--- src/rtl/rt_pkg.sv ---
package rt_pkg;

  localparam int unsigned NUM_RATIOS = 6;
  localparam int unsigned CODE_W     = 3;

  typedef logic [CODE_W-1:0] ratio_code_t;

  typedef enum logic [1:0] {
    ACQ_NONE = 2'd0,
    ACQ_CAND = 2'd1,
    ACQ_LOCK = 2'd2
  } acq_state_t;

  // Even indices walk 128 * 2^k, odd indices walk 192 * 2^k.
  function automatic int unsigned ratio_mclks(input int unsigned idx);
    int unsigned base;
    base = ((idx % 2) == 0) ? 128 : 192;
    return base << (idx / 2);
  endfunction

endpackage

--- src/rtl/rt_sync2.sv ---
module rt_sync2 #(
  parameter int unsigned W = 1
) (
  input  logic         clk,
  input  logic         rst_n,
  input  logic [W-1:0] d,
  output logic [W-1:0] q
);

  logic [W-1:0] stage1_q;
  logic [W-1:0] stage2_q;

  always_ff @(posedge clk or negedge rst_n) begin
    if (!rst_n) begin
      stage1_q <= '0;
      stage2_q <= '0;
    end else begin
      stage1_q <= d;
      stage2_q <= stage1_q;
    end
  end

  assign q = stage2_q;

endmodule

--- src/rtl/rt_period_meter.sv ---
module rt_period_meter #(
  parameter int unsigned CNT_W = 12
) (
  input  logic             clk,
  input  logic             rst_n,
  input  logic             edge_i,
  output logic             meas_vld,
  output logic [CNT_W-1:0] meas
);

  localparam logic [CNT_W-1:0] CNT_MAX = '1;

  logic [CNT_W-1:0] cnt_q, cnt_n;
  logic [CNT_W-1:0] meas_q, meas_n;
  logic             have_ref_q, have_ref_n;
  logic             vld_q, vld_n;
  logic [CNT_W-1:0] cnt_inc;

  // Saturating increment so a missing frame clock never aliases to a ratio.
  assign cnt_inc = (cnt_q == CNT_MAX) ? CNT_MAX : cnt_q + 1'b1;

  always_comb begin
    cnt_n      = cnt_inc;
    meas_n     = meas_q;
    have_ref_n = have_ref_q;
    vld_n      = 1'b0;
    if (edge_i) begin
      cnt_n      = '0;
      have_ref_n = 1'b1;
      vld_n      = have_ref_q;
      if (have_ref_q) begin
        meas_n = cnt_inc;
      end
    end
  end

  always_ff @(posedge clk or negedge rst_n) begin
    if (!rst_n) begin
      cnt_q      <= '0;
      meas_q     <= '0;
      have_ref_q <= 1'b0;
      vld_q      <= 1'b0;
    end else begin
      cnt_q      <= cnt_n;
      meas_q     <= meas_n;
      have_ref_q <= have_ref_n;
      vld_q      <= vld_n;
    end
  end

  assign meas_vld = vld_q;
  assign meas     = meas_q;

endmodule

--- src/rtl/rt_ratio_lock.sv ---
module rt_ratio_lock
  import rt_pkg::*;
#(
  parameter int unsigned CNT_W     = 12,
  parameter int unsigned MATCH_TOL = 2
) (
  input  logic             clk,
  input  logic             rst_n,
  input  logic             meas_vld,
  input  logic [CNT_W-1:0] meas,
  output ratio_code_t      ratio_code,
  output logic             locked,
  output logic             ratio_bad
);

  logic [31:0]           meas_w;
  logic [NUM_RATIOS-1:0] hit_vec;
  logic                  hit;
  ratio_code_t           hit_code;

  assign meas_w = {{(32-CNT_W){1'b0}}, meas};

  // One acceptance window per supported ratio.
  for (genvar i = 0; i < NUM_RATIOS; i++) begin : g_win
    localparam int unsigned CENTER = ratio_mclks(i);
    localparam int unsigned LO     = CENTER - MATCH_TOL;
    localparam int unsigned HI     = CENTER + MATCH_TOL;
    assign hit_vec[i] = (meas_w >= 32'(LO)) && (meas_w <= 32'(HI));
  end

  always_comb begin
    hit      = |hit_vec;
    hit_code = '0;
    for (int i = 0; i < NUM_RATIOS; i++) begin
      if (hit_vec[i]) begin
        hit_code = ratio_code_t'(i);
      end
    end
  end

  acq_state_t  st_q, st_n;
  ratio_code_t cand_q, cand_n;
  ratio_code_t code_q, code_n;
  logic        bad_q, bad_n;

  always_comb begin
    st_n   = st_q;
    cand_n = cand_q;
    code_n = code_q;
    bad_n  = bad_q;
    if (meas_vld) begin
      if (!hit) begin
        st_n  = ACQ_NONE;
        bad_n = 1'b1;
      end else begin
        bad_n  = 1'b0;
        cand_n = hit_code;
        if ((st_q != ACQ_NONE) && (cand_q == hit_code)) begin
          st_n   = ACQ_LOCK;
          code_n = hit_code;
        end else begin
          st_n = ACQ_CAND;
        end
      end
    end
  end

  always_ff @(posedge clk or negedge rst_n) begin
    if (!rst_n) begin
      st_q   <= ACQ_NONE;
      cand_q <= '0;
      code_q <= '0;
      bad_q  <= 1'b0;
    end else begin
      st_q   <= st_n;
      cand_q <= cand_n;
      code_q <= code_n;
      bad_q  <= bad_n;
    end
  end

  assign ratio_code = code_q;
  assign locked     = (st_q == ACQ_LOCK);
  assign ratio_bad  = bad_q;

endmodule

--- src/rtl/rt_phase_track.sv ---
module rt_phase_track #(
  parameter int unsigned FRAME_BCLKS = 64,
  parameter int unsigned PHASE_TOL   = 8
) (
  input  logic clk,
  input  logic rst_n,
  input  logic bclk_rise,
  input  logic lr_rise,
  output logic resync
);

  localparam int unsigned POS_W = $clog2(FRAME_BCLKS);
  localparam int unsigned HALF  = FRAME_BCLKS / 2;

  logic [POS_W-1:0] pos_q, pos_n;
  logic             armed_q, armed_n;
  logic             pulse_q, pulse_n;
  logic [POS_W:0]   pos_ext;
  logic [POS_W:0]   dev;
  logic             too_far;
  logic [POS_W-1:0] pos_inc;

  assign pos_ext = {1'b0, pos_q};
  assign dev     = (pos_ext < (POS_W+1)'(HALF)) ? pos_ext
                                                : (POS_W+1)'(FRAME_BCLKS) - pos_ext;
  assign too_far = dev > (POS_W+1)'(PHASE_TOL);
  assign pos_inc = (pos_q == POS_W'(FRAME_BCLKS-1)) ? '0 : pos_q + 1'b1;

  always_comb begin
    pos_n   = pos_q;
    armed_n = armed_q;
    pulse_n = 1'b0;
    if (lr_rise && (!armed_q || too_far)) begin
      pos_n   = '0;
      armed_n = 1'b1;
      pulse_n = armed_q;
    end else if (bclk_rise) begin
      pos_n = pos_inc;
    end
  end

  always_ff @(posedge clk or negedge rst_n) begin
    if (!rst_n) begin
      pos_q   <= '0;
      armed_q <= 1'b0;
      pulse_q <= 1'b0;
    end else begin
      pos_q   <= pos_n;
      armed_q <= armed_n;
      pulse_q <= pulse_n;
    end
  end

  assign resync = pulse_q;

endmodule

--- src/rtl/clk_ratio_tracker.sv ---
module clk_ratio_tracker #(
  parameter int unsigned CNT_W       = 12,
  parameter int unsigned MATCH_TOL   = 2,
  parameter int unsigned FRAME_BCLKS = 64,
  parameter int unsigned PHASE_TOL   = 8
) (
  input  logic       clk,
  input  logic       rst_n,
  input  logic       lrclk_in,
  input  logic       bclk_in,
  output logic [2:0] ratio_code,
  output logic       locked,
  output logic       resync,
  output logic       ratio_bad
);

  // Reset: asserted asynchronously, released on the clock.
  logic [1:0] rst_pipe_q;
  logic       rst_n_int;

  always_ff @(posedge clk or negedge rst_n) begin
    if (!rst_n) begin
      rst_pipe_q <= '0;
    end else begin
      rst_pipe_q <= {rst_pipe_q[0], 1'b1};
    end
  end

  assign rst_n_int = rst_pipe_q[1];

  // Serial clocks into this domain.
  logic [1:0] pins_sync;

  rt_sync2 #(.W(2)) u_sync (
    .clk   (clk),
    .rst_n (rst_n_int),
    .d     ({lrclk_in, bclk_in}),
    .q     (pins_sync)
  );

  logic lr_d_q, bclk_d_q;
  logic lr_rise, bclk_rise;

  always_ff @(posedge clk or negedge rst_n_int) begin
    if (!rst_n_int) begin
      lr_d_q   <= 1'b0;
      bclk_d_q <= 1'b0;
    end else begin
      lr_d_q   <= pins_sync[1];
      bclk_d_q <= pins_sync[0];
    end
  end

  assign lr_rise   = pins_sync[1] & ~lr_d_q;
  assign bclk_rise = pins_sync[0] & ~bclk_d_q;

  logic             meas_vld;
  logic [CNT_W-1:0] meas;

  rt_period_meter #(.CNT_W(CNT_W)) u_meter (
    .clk      (clk),
    .rst_n    (rst_n_int),
    .edge_i   (lr_rise),
    .meas_vld (meas_vld),
    .meas     (meas)
  );

  rt_ratio_lock #(.CNT_W(CNT_W), .MATCH_TOL(MATCH_TOL)) u_lock (
    .clk        (clk),
    .rst_n      (rst_n_int),
    .meas_vld   (meas_vld),
    .meas       (meas),
    .ratio_code (ratio_code),
    .locked     (locked),
    .ratio_bad  (ratio_bad)
  );

  rt_phase_track #(.FRAME_BCLKS(FRAME_BCLKS), .PHASE_TOL(PHASE_TOL)) u_phase (
    .clk       (clk),
    .rst_n     (rst_n_int),
    .bclk_rise (bclk_rise),
    .lr_rise   (lr_rise),
    .resync    (resync)
  );

endmodule

--- config.mk ---
export PLATFORM = sky130hd
export DESIGN_NAME = clk_ratio_tracker
export DESIGN_NICKNAME = d
export VERILOG_FILES = /design/src/rtl/rt_pkg.sv /design/src/rtl/rt_sync2.sv /design/src/rtl/rt_period_meter.sv /design/src/rtl/rt_ratio_lock.sv /design/src/rtl/rt_phase_track.sv /design/src/rtl/clk_ratio_tracker.sv
export SDC_FILE = /design/constraint.sdc
export NUM_CORES = 1
export LEC_CHECK = 0
export ABC_CLOCK_PERIOD_IN_PS = 1750
export BUFFER_PORTS_ARGS = -buffer_cell sky130_fd_sc_hd__buf_2
export CAP_MARGIN = 20
export CELL_PAD_IN_SITES_DETAIL_PLACEMENT = 1
export CELL_PAD_IN_SITES_GLOBAL_PLACEMENT = 1
export CORE_UTILIZATION = 41
export CTS_BUF_LIST = sky130_fd_sc_hd__clkbuf_4
export DETAILED_ROUTE_END_ITERATION = 7
export PLACE_DENSITY = 0.67
export SETUP_SLACK_MARGIN = 0.2
export SYNTH_ARGS = -nofsm -noshare
export SYNTH_HDL_FRONTEND = slang
export SYNTH_SLANG_ARGS = --single-unit
--- constraint.sdc ---
create_clock -name clk -period 1.75 [get_ports clk]
set_input_delay 0.175 -clock clk [delete_from_list [all_inputs] [get_ports clk]]
set_output_delay 0.175 -clock clk [all_outputs]
set_load 0.02 [all_outputs]
# Word level (Yosys, flattened, before mapping)
# Index checks and enable logic that the tools add are counted.
# W data, S select, Z words.
# totals
in_bits	4
register_bits	51
out_inout_bits	6
# classes
add_sub_neg	3
muxes	16
magnitude_cmp	14
eq_ne	4
n_reduce_logical	16
bitwise	4
# op_table
cell	n
$ge A12 B8 Y1 const B	2
$ge A12 B9 Y1 const B	2
$le A12 B10 Y1 const B	2
$le A12 B8 Y1 const B	2
$le A12 B9 Y1 const B	2
$mux W12	2
$mux W6	3
$add A12 B1 Y12 const B	1
$eq A12 B12 Y1 const B	1
$ge A12 B10 Y1 const B	1
$ge A12 B7 Y1 const B	1
$mux W3	4
$logic_and A1 B1 Y1	8
$gt A7 B4 Y1 const B	1
$mux W7	1
$sub A7 B6 Y7 const A	1
$add A6 B1 Y6 const B	1
$eq A6 B6 Y1 const B	1
$lt A6 B6 Y1 const B	1
$reduce_or A6 Y1	1
$mux W1	4
$mux W2	2
$reduce_and A2 Y1	2
$reduce_bool A2 Y1	2
other kinds (7)	9

# Depth between registers and ports, before layout
# Gate-level depths: netlist of run 1.
# depth
ltp_word	11
mapped_depth	8

# Hierarchy
# Synthesis of run 1 repeated with hierarchy kept, for this count alone.
# unflattened
hier_cells	271
area_unflattened_um2	2772.7
# modules_own_cells
module	area_each_um2	cells_per_inst	instances
rt_period_meter	1198.6	108	1
rt_ratio_lock	770.7	90	1
rt_phase_track	571.8	62	1
clk_ratio_tracker	131.4	7	1
rt_sync2	100.1	4	1

# Worst setup path after synthesis of run 1
# Ideal clock, no wire load.
# synth_path
path_kind	flip-flop to flip-flop
start	register u_meter.meas_q[4], in the netlist u_meter.meas[4]
end	register u_lock.code_q[1], in the netlist u_lock.ratio_code[1]
period_less_slack_ns	2.216
arrival_ns	2.088
path_stages_with_launch	7
required_time_ns	1.622
n_path_buf	0
setup_time_ns	0.128
slack_ns	-0.466
cell_sequence	dfrtp_1 nor4_4 a32oi_1 a221o_1 a21bo_4 a211oi_2 mux2_1
# synth_between
elab_chain_cells	10
word_cells_on_any_way	27
cone_classes	12 x order compare; 1 x eq/ne; 5 x mux; 9 x reduce/logical
# synth_rtl
element	line	rtl
start: declaration	rt_period_meter.sv:14	logic [CNT_W-1:0] meas_q, meas_n;
start signal: assignment	rt_period_meter.sv:45	meas_q <= meas_n;
$ge A12 B8 Y1 or $le A12 B8 Y1 (tied branches)	rt_ratio_lock.sv:28	assign hit_vec[i] = (meas_w >= 32'(LO)) && (meas_w <= 32'(HI));
$logic_and A1 B1 Y1	rt_ratio_lock.sv:28	
$mux W1	rt_ratio_lock.sv:35	if (hit_vec[i]) begin
$mux W3 (4 in series)	rt_ratio_lock.sv:35	
$eq A3 B3 Y1	rt_ratio_lock.sv:58	if ((st_q != ACQ_NONE) && (cand_q == hit_code)) begin
$logic_and A1 B1 Y1	rt_ratio_lock.sv:58	
$reduce_and A3 Y1 (no line)	-	
end signal: assignment	rt_ratio_lock.sv:77	code_q <= code_n;
end: declaration	rt_ratio_lock.sv:43	ratio_code_t code_q, code_n;
# Parallel ways exist; a longest one is shown, timed or not.
# A chain may end at the register's enable or synchronous reset.

# Final worst setup path of run 1
# layout_path
start	register u_meter.meas_q[2], in the netlist u_meter.meas[2]
end	register u_lock.code_q[1], in the netlist u_lock.ratio_code[1]
# The elaborated chain is that of the path after synthesis.

==> results of run 1 <==
synthesized netlist by cell type, types with 3 or more instances:
cell / instances / share of area (%)
a211oi_1: 4 / 1.2
a21oi_1: 10 / 2.0
a31oi_1: 5 / 1.2
and2_1: 4 / 0.99
and3_1: 3 / 0.74
clkbuf_1: 7 / 1.0
dfrtp_1: 51 / 50
ha_1: 3 / 1.5
inv_1: 10 / 1.5
nand2_1: 33 / 4.9
nand3_1: 11 / 2.2
nand4_1: 6 / 1.5
nor2_1: 33 / 4.9
nor2b_1: 3 / 0.74
o21ai_0: 16 / 3.2
xnor2_1: 4 / 1.4
xor2_1: 6 / 2.1
registers in the layout, summed over array words and instances, names as in the netlist, 2 cells and up:
name               count
rst_pipe_q             2
u_lock.cand_q          3
u_meter.cnt_q         12
u_sync.q               2
u_meter.meas          12
u_lock.st_q            2
u_sync.stage1_q        2
u_phase.pos_q          6
u_lock.ratio_code      3
power groups by stage:
stage | Combinational [uW] | Sequential (uW) | Clock (uW)
2_1_floorplan | 734 | 1580 | 0
3_3_place_gp | 1180 | 1590 | 0
3_5_place_dp | 1220 | 1600 | 0
4_1_cts | 1450 | 1590 | 712
5_1_grt | 1740 | 1650 | 747
6_report | 1610 | 1620 | 695
worst max-delay path, cell delays in order, from the launching register on:
cell and delay (ps):
dfrtp_1 450, nor4_4 430, a32oi_1 170, a221o_1 370, a21bo_4 240, a211oi_4 250, mux2_4 320
cells by family (layout without fill, tap and decap cells):
kind of cell	after synthesis	in the layout
xor+xnor	10	10
buf+inv	19	86
other cells	1	1
mux	4	4
flops	51	51
compound gates	60	60
fa+ha+maj	3	3
simple gates	116	116
metrics by stage:
stage / utilization, % / power, uW / hold slack [ps] / area, um2
floorplan: - / 2313 / -120.6 / 2595
global placement: 50.71 / 2768 / -38.24 / 3020
detailed placement: 50.71 / 2823 / -38.41 / 3020
CTS: 55.82 / 3752 / 72.79 / 3324
global route: 57.90 / 4133 / 71.01 / 3448
finish: 57.90 / 3925 / 86.54 / 3448
per-layer routing:
layer	track usage [%]	routed length, um	up-vias	share of wire, %
li1	-	-	1084	-
met1	28.59	3213	1159	45
met2	41.19	3683	24	51
met3	4.091	124	13	1.7
met4	8.393	140	0	2.0
met5	0	0	-	0
repair_timing:
item,CTS,global route
resized for setup,36,22
pin swaps,19,13
hold buffers,3,0
buffers inserted,7,6
setup endpoints to repair,34,31
endpoints found under the hold margin,4,0
area by class of cell:
type,count,share of cell area (%)
flip-flops and latches,51,37.23
multi-input cells,194,41.18
repair buffers,68,15.46
clock buffers,5,1.089
well taps,75,2.721
clock inverters,3,1.234
inverters,10,1.089
how the worst max path moves through the flow:
stage                           endpoint  slack, ps       startpoint  depth (start not counted)
finish              u_lock.ratio_code[1]       -580  u_meter.meas[2]                          6
global route        u_lock.ratio_code[1]       -640  u_meter.meas[2]                          6
CTS                 u_lock.ratio_code[1]       -520  u_meter.meas[2]                          6
detailed placement  u_lock.ratio_code[1]       -520  u_meter.meas[5]                          6
global placement    u_lock.ratio_code[1]       -390  u_meter.meas[5]                          6
floorplan           u_lock.ratio_code[1]       -400  u_meter.meas[5]                          6
==> run_results.csv, run 1 <==
group,metric,value,unit
status,run_status,"finished with violations",
global_routing,overflow,0,
setup_path,reg2reg_to,"u_lock.ratio_code[1]",
sta,worst_slack,-575.7,ps
cts,cts_buffers,5,
pwr,irDropWorstVdd,0.5654,mV
logic_synthesis,syn-num-nets,271,
placement,io_buffers,9,
die,core_area,5956,um2
setup_path,startpoint_type,"register",
pwr,power.leakage,0.001512,uW
setup_path,reg2reg_depth,6,
setup_path,r2r_start,"u_meter.meas[2]",
sta,slew_violations,0,
global_routing,grt_start_max_net_pins,22,
drt,vias_per_cell,5.616,
die,dieHeight,80.61,um
die,ios,10,
placement,routabilityCongestion,0.8135,
setup_path,path_max_fanout,4,
die,row_count,28,
logic_synthesis,synth_adder_area_share,1.481,%
drt,firstDrtPassIters,4,
die,initial_core_util,42.54,%
placement,dpl.hpwl,4.710,mm
global_routing,grt_pass1_wl,11.44,mm
sta,hold_viol_final,0,
global_routing,track_usage,23.45,%
cts,cts_buffer_depth,2,
pwr,swShare,36.85,%
logic_synthesis,syn_inst,264,
cts,numClockSinks,51,
final_layout,register_area,1284,um2
setup_path,regToRegSetupSlack,-580,ps
logic_synthesis,synth_edf_count,0,
pwr,p_clk_share,17.7,%
sta,finClkSkew,5.659,ps
cts,clk_latency,370,ps
global_routing,antenna_found_initial,0,
setup_path,crit_required,2030,ps
final_layout,final_common_cell,"buf_4",
setup_path,cp-end-kind,"register",
final_layout,n_antenna_cell,0,
logic_synthesis,synth_compound_area_share,16.79,%
pwr,comb_power_share,41.0,%
sta,rsz0062_at_grt,"true",
final_layout,fin_nets,337,
cts,cts_tree,"yes",
logic_synthesis,synth_xor_area_share,3.457,%
placement,place_ws,-518.6,ps
logic_synthesis,yosys.area_share.simple,23.16,%
sta,setup_viol,16,
global_routing,grt_pass1_vias,2363,
setup_path,path_class,"register to register",
sta,timing.fmax,430.0,MHz
drt,wl_per_cell,17.64,um
drt,vias,2280,
drt,finalWirelength,7.162,mm
cts,cts_htree_levels,2,
cts,path_clk_slew,150,ps
placement,place_inst,382,
logic_synthesis,synth_top_family_by_area,"simple AND/OR/NAND/NOR gates",
logic_synthesis,synthesis.area,2534,um2
logic_synthesis,ys_warn_count,0,
final_layout,final_cell_mix,"buf_4 (46), dfrtp_1 (45), nand2_1 (29)",
pwr,seqPwrFrac,41.2,%
sta,period_share,132.9,%
hold_path,min_path_type,"input pin to asynchronous set/reset pin",
logic_synthesis,synth_cell_types,58,
run,maxCapViolations,0,
final_layout,stdcell_count,406,
final_layout,multi_input_area,1420,um2
drt,drc,0,
pwr,powerDensity,1138,nW/um2
sta,finalCriticalPeriod,2326,ps
pwr,p_int,2479,uW
final_layout,fill_cells,679,
setup_path,cp.arrival,2600,ps
drt,drt_iter0_drc,57,
pwr,p_sw,1447,uW
cts,root_buffer,"clkbuf_4",
logic_synthesis,synth_ff_type,"dfrtp_1",
final_layout,area_growth,36.10,%
logic_synthesis,synthMuxAreaShare,1.679,%
die,die_w,80.61,um
drt,ant_nets,0,
logic_synthesis,synth_seq_area_share,50.37,%
die,dieArea,6498,um2
logic_synthesis,ys_async_sr_fraction,100.0,%
logic_synthesis,synth-seq-cells,51,
sta,tns,-3618,ps
status,violations,"setup timing",
logic_synthesis,avgSynthCellArea,9.597,um2
final_layout,drive_above_1_share,37.76,%
Power figures use the tool's default switching activity.
==> run 2: changes to the inputs <==
GPL_TIMING_DRIVEN = 0   (was unset)
HOLD_SLACK_MARGIN = 0.1   (was unset)
PLACE_DENSITY = unset   (was 0.67)
PLACE_DENSITY_LB_ADDON = 0.1   (was unset)
==> run_results.csv, run 2 (synthesis results as in run 1) <==
group,metric,value,unit
status,run_status,"finished with violations",
status,violations,"setup timing",
drt,vias_per_cell,5.579,
setup_path,regToRegSetupSlack,-540,ps
run,maxCapViolations,0,
setup_path,path_class,"register to register",
placement,routabilityCongestion,0.7754,
die,dieArea,6498,um2
global_routing,grt_pass1_wl,10.68,mm
final_layout,area_growth,31.56,%
sta,worst_slack,-536.0,ps
sta,worst_pin_slew,533.5,ps
setup_path,crit_required,2010,ps
setup_path,cp.arrival,2550,ps
cts,cts_buffer_depth,2,
die,row_count,28,
global_routing,grt_start_max_net_pins,31,
placement,dpl.hpwl,4.411,mm
placement,placed_cell_area,2755,um2
final_layout,n_antenna_cell,0,
sta,slew_headroom,64.16,%
cts,cts_htree_levels,2,
final_layout,final_common_cell,"dfrtp_1",
global_routing,overflow,0,
cts,path_clk_slew,160,ps
pwr,powerDensity,1161,nW/um2
final_layout,drive_above_1_share,33.55,%
die,ios,10,
sta,timing.hold.ws,223.6,ps
global_routing,track_usage,21.58,%
final_layout,fin_nets,316,
cts,clk_latency,370,ps
final_layout,final_cell_mix,"dfrtp_1 (46), nand2_1 (30), nor2_1 (25)",
drt,wl_per_cell,17.21,um
setup_path,r2r_start,"u_meter.meas[5]",
setup_path,startpoint,"u_meter.meas[5]",
die,core_area,5956,um2
drt,vias,2148,
drt,firstDrtPassIters,4,
cts,root_buffer,"clkbuf_4",
sta,timing.fmax,437.4,MHz
pwr,irDropWorstVdd,0.8556,mV
setup_path,cp-end-kind,"register",
pwr,power.leakage,0.001404,uW
drt,finalWirelength,6.627,mm
cts,cts_tree,"yes",
drt,drt_iter0_drc,68,
sta,hold_viol_final,0,
sta,slew_violations,0,
sta,setup_viol,12,
cts,cts_buffers,5,
pwr,finalPower,3869,uW
global_routing,grt_pass1_vias,2162,
hold_path,min_path_type,"register to asynchronous set/reset pin",
placement,io_buffers,9,
setup_path,path_max_fanout,3,
sta,finClkSkew,11.10,ps
global_routing,antenna_found_initial,0,
die,initial_core_util,42.54,%
cts,numClockSinks,51,
final_layout,finalCoreUtilization,55.97,%
sta,period_share,130.6,%
sta,finalCriticalPeriod,2286,ps
setup_path,startpoint_type,"register",
final_layout,fin_area,3333,um2
sta,tns,-3387,ps
die,die_w,80.61,um
drt,ant_nets,0,
sta,rsz0062_at_grt,"true",
die,dieHeight,80.61,um
drt,drc,0,
==> run 2: cell count changes in the layout (fill, tap and decap cells not counted), moves of 3 or more <==
cell,previous run,this run
buf_4,46,17
clkbuf_2,0,3
o21ai_0,12,7
nand3_1,9,6
o21ai_1,2,7
clkbuf_1,0,3
==> run 2: per-stage QoR <==
step                instances  worst slack (ps)
finish                    385            -536.0
global route              385            -642.8
detailed placement        349            -652.9
floorplan                 264            -404.2
CTS                       375            -549.1
global placement          348            -643.9
==> run 2: worst max-delay path, cell delays in order (launching register included) <==
cell and delay (ps):
dfrtp_2 450, nor4_4 290, buf_4 180, nand3_2 70, a221o_1 350, a21bo_4 250, a211oi_4 260, mux2_4 330
==> run 2: path summary, 6_finish.rpt <==
check,to,cells past startpoint
max reg2reg,u_lock.ratio_code[1],7
min,u_meter.cnt_q[11],0
min reg2reg,u_meter.cnt_q[11],0
max in group asynchronous,rst_pipe_q[1],3
min in group clk,u_sync.q[0],0
max,u_lock.ratio_code[1],7
==> run 2: layout make-up <==
cell class	instances	area, um2
Fill cell	668	2623
Multi-Input combinational cell	194	1468
Sequential cell	51	1282
Timing Repair Buffer	38	315.3
Tap cell	75	93.84
Buffer	9	53.80
Clock inverter	3	42.54
Inverter	10	40.04
Clock buffer	5	37.54
==> run 2: routing by layer <==
metal / part of all wire, % / GRT usage [%] / wire length [um] / vias to the layer above
met1: 46 / 27.91 / 3039 / 1085
met2: 52 / 37.80 / 3420 / 21
li1: - / - / - / 1035
met5: 0 / 0 / 0 / -
met3: 1.6 / 3.409 / 108 / 7
met4: 0.89 / 4.464 / 59 / 0
==> run 2: what timing repair did <==
action,in CTS,in global routing
pin swaps,16,19
cloned,0,0
resized for setup,32,44
buffers inserted,14,10
setup endpoints to repair,40,30
hold buffers,4,0
endpoints found under the hold margin,4,0
==> run 2: power breakdown <==
group	switching (uW)	internal, uW
clock	386	302
combinational	836	768
sequential	212	1360
==> run 3: changes to the inputs <==
ABC_AREA = 1   (was unset)
==> run_results.csv, run 3 <==
group,metric,value,unit
status,run_status,"finished with violations",
status,violations,"setup timing",
logic_synthesis,synth-seq-cells,51,
logic_synthesis,synth_seq_area_share,45.95,%
sta,finClkSkew,17.70,ps
logic_synthesis,ys_warn_count,0,
logic_synthesis,syn_inst,362,
cts,clk_latency,370,ps
final_layout,final_cell_mix,"nand2_1 (69), dfrtp_1 (47), inv_1 (39)",
sta,setup_viol,27,
setup_path,path_class,"register to register",
setup_path,cp-end-kind,"register",
global_routing,antenna_found_initial,0,
placement,routabilityCongestion,0.8247,
drt,finalWirelength,8.029,mm
final_layout,finalCoreUtilization,59.38,%
pwr,powerDensity,873.4,nW/um2
logic_synthesis,ys_top_cells_by_count,"nand2_1 (95), dfrtp_1 (51), inv_1 (43), nor2_1 (37), nand3_1 (26)",
final_layout,stdcell_count,502,
sta,slew_violations,0,
setup_path,cp_slowest_cell,"dfrtp_1",
setup_path,reg2reg_depth,12,
setup_path,path_max_fanout,5,
logic_synthesis,syn-num-nets,369,
logic_synthesis,yosys-top-cells-area,"dfrtp_1 (46%), nand2_1 (13%), inv_1 (5.8%)",
sta,timing.fmax,521.9,MHz
drt,ant_nets,0,
die,initial_core_util,43.01,%
final_layout,fin_nets,431,
cts,root_buffer,"clkbuf_4",
logic_synthesis,avgSynthCellArea,7.673,um2
cts,cts_buffer_depth,2,
sta,finalCriticalPeriod,1916,ps
global_routing,track_usage,24.10,%
logic_synthesis,ys_async_sr_fraction,100.0,%
pwr,irDropWorstVdd,0.8546,mV
die,dieHeight,84.31,um
sta,period_share,109.5,%
placement,place_inst,449,
die,row_count,29,
setup_path,slowest_delay,440,ps
setup_path,path_delay_family,"simple AND/OR/NAND/NOR gates",
cts,path_clk_slew,160,ps
drt,drt_iter0_drc,139,
hold_path,min_path_type,"register to asynchronous set/reset pin",
final_layout,final_common_cell,"nand2_1",
placement,dpl.hpwl,5.030,mm
logic_synthesis,synth_edf_count,0,
global_routing,grt_pass1_wl,13.74,mm
setup_path,cp_num_buf_inv,2,
sta,tns,-2342,ps
logic_synthesis,synth_cell_types,33,
die,ios,10,
drt,vias_per_cell,5.225,
global_routing,grt_start_max_net_pins,37,
drt,vias,2623,
logic_synthesis,synth.most_common_cell,"nand2_1",
setup_path,worst_path_most_repeated_cell,"nand2_1",
setup_path,path_cells,"buf_4, nor2_2, nand2_1, nand2_1, xor2_1, nand2_1, nand3_2, o21ai_4, o21ai_4, buf_6, a21oi_2, nor2_1",
global_routing,overflow,0,
sta,rsz0062_at_grt,"true",
sta,worst_slack,-166.2,ps
cts,cts_tree,"yes",
die,dieArea,7108,um2
logic_synthesis,yosys.area.top_type,"dfrtp_1",
final_layout,drive_above_1_share,41.18,%
placement,place_ws,-284.4,ps
pwr,finalPower,3349,uW
placement,io_buffers,9,
cts,cts_htree_levels,2,
setup_path,cp.arrival,2200,ps
setup_path,reg2reg_to,"u_phase.pos_q[3]",
drt,firstDrtPassIters,4,
sta,hold_viol_final,0,
logic_synthesis,synth_top_cell_area_share,45.95,%
run,maxCapViolations,0,
logic_synthesis,synthesis.area,2778,um2
pwr,power.leakage,0.001848,uW
setup_path,regToRegSetupSlack,-170,ps
setup_path,r2r_start,"u_phase.pos_q[1]",
die,die_w,84.31,um
final_layout,n_antenna_cell,0,
setup_path,crit_required,2030,ps
logic_synthesis,synth_ff_type,"dfrtp_1",
setup_path,startpoint_type,"register",
final_layout,area_growth,38.06,%
die,core_area,6459,um2
global_routing,grt_pass1_vias,2900,
drt,wl_per_cell,15.99,um
drt,drc,0,
cts,cts_buffers,5,
cts,numClockSinks,51,
## run 3: cell count changes after synthesis, moves of 4 or more
cell / before / now
a211oi_1: 4 / 0
a21oi_1: 10 / 14
a31oi_1: 5 / 1
and2_1: 4 / 0
clkbuf_1: 7 / 3
inv_1: 10 / 43
inv_2: 0 / 4
nand2_1: 33 / 95
nand2_2: 0 / 6
nand3_1: 11 / 26
nor2_1: 33 / 37
nor2_2: 0 / 6
o21ai_0: 16 / 24
## run 3: where the power goes
group          leakage (uW)  total [uW]  switching (uW)  internal [uW]
registers          0.000653        1510             181           1330
logic               0.00115        1140             648            489
clock network     0.0000432         706             404            302
## run 3: repair_timing
action	in CTS	in global routing
buffers inserted	25	14
resized for setup	82	27
setup endpoints to repair	41	41
hold endpoints to repair	4	0
cloned	2	0
pin swaps	24	27
hold buffers	4	0
## run 3: worst max path at each step
| stage | startpoint | to | slack [ps] | depth (start not counted) |
|---|---|---|---|---|
| 2_1_floorplan | u_phase.pos_q[0] | u_phase.pos_q[5] | 60 | 11 |
| 3_3_place_gp | rst_pipe_q[1] | u_meter.cnt_q[9] | -390 | 0 |
| 3_5_place_dp | lr_d_q | u_meter.meas[8] | -280 | 5 |
| 4_1_cts | u_meter.meas[4] | u_lock.ratio_code[1] | -100 | 13 |
| 5_1_grt | u_meter.meas[4] | u_lock.ratio_code[1] | -300 | 13 |
| 6_report | u_phase.pos_q[1] | u_phase.pos_q[3] | -170 | 12 |
## run 3: cell families (layout without fill, tap and decap cells)
kind of cell	Yosys count	count (layout)	share of synthesized area (%)
flip-flops	51	51	45.95
buffers and inverters	55	118	8.108
other	1	1	0.1350
adder cells (fa/ha/maj)	3	3	1.351
AO/OA/AOI/OAI	53	53	11.08
AND/OR/NAND/NOR	191	191	30.86
XOR/XNOR	8	8	2.523
## run 3: layout make-up
cell class,instances,area [um2]
flip-flops and latches,51,1281
plain buffers,7,73.82
fillers,777,2624
well taps,77,96.34
repair buffers,55,454.2
clock inverters,3,42.54
inverters,48,188.9
multi-input cells,256,1660
clock buffers,5,37.54
## run 3: stage by stage
| stage | hold slack, ps | cell area (um2) |
|---|---|---|
| 5_1_grt | 216.8 | 3835 |
| 2_1_floorplan | -120.6 | 2877 |
| 3_3_place_gp | -39.53 | 3018 |
| 4_1_cts | 187.3 | 3650 |
| 3_5_place_dp | -34.89 | 3039 |
| 6_report | 174.7 | 3835 |
## run 3: layer usage
metal	up-vias	part of all wire [%]	routed length, um	track usage [%]
met5	-	0	0	0
met4	0	1.1	90	7.367
met3	8	2.0	160	4.228
met2	32	51	4121	42.10
met1	1302	46	3657	30.47
li1	1281	-	-	-
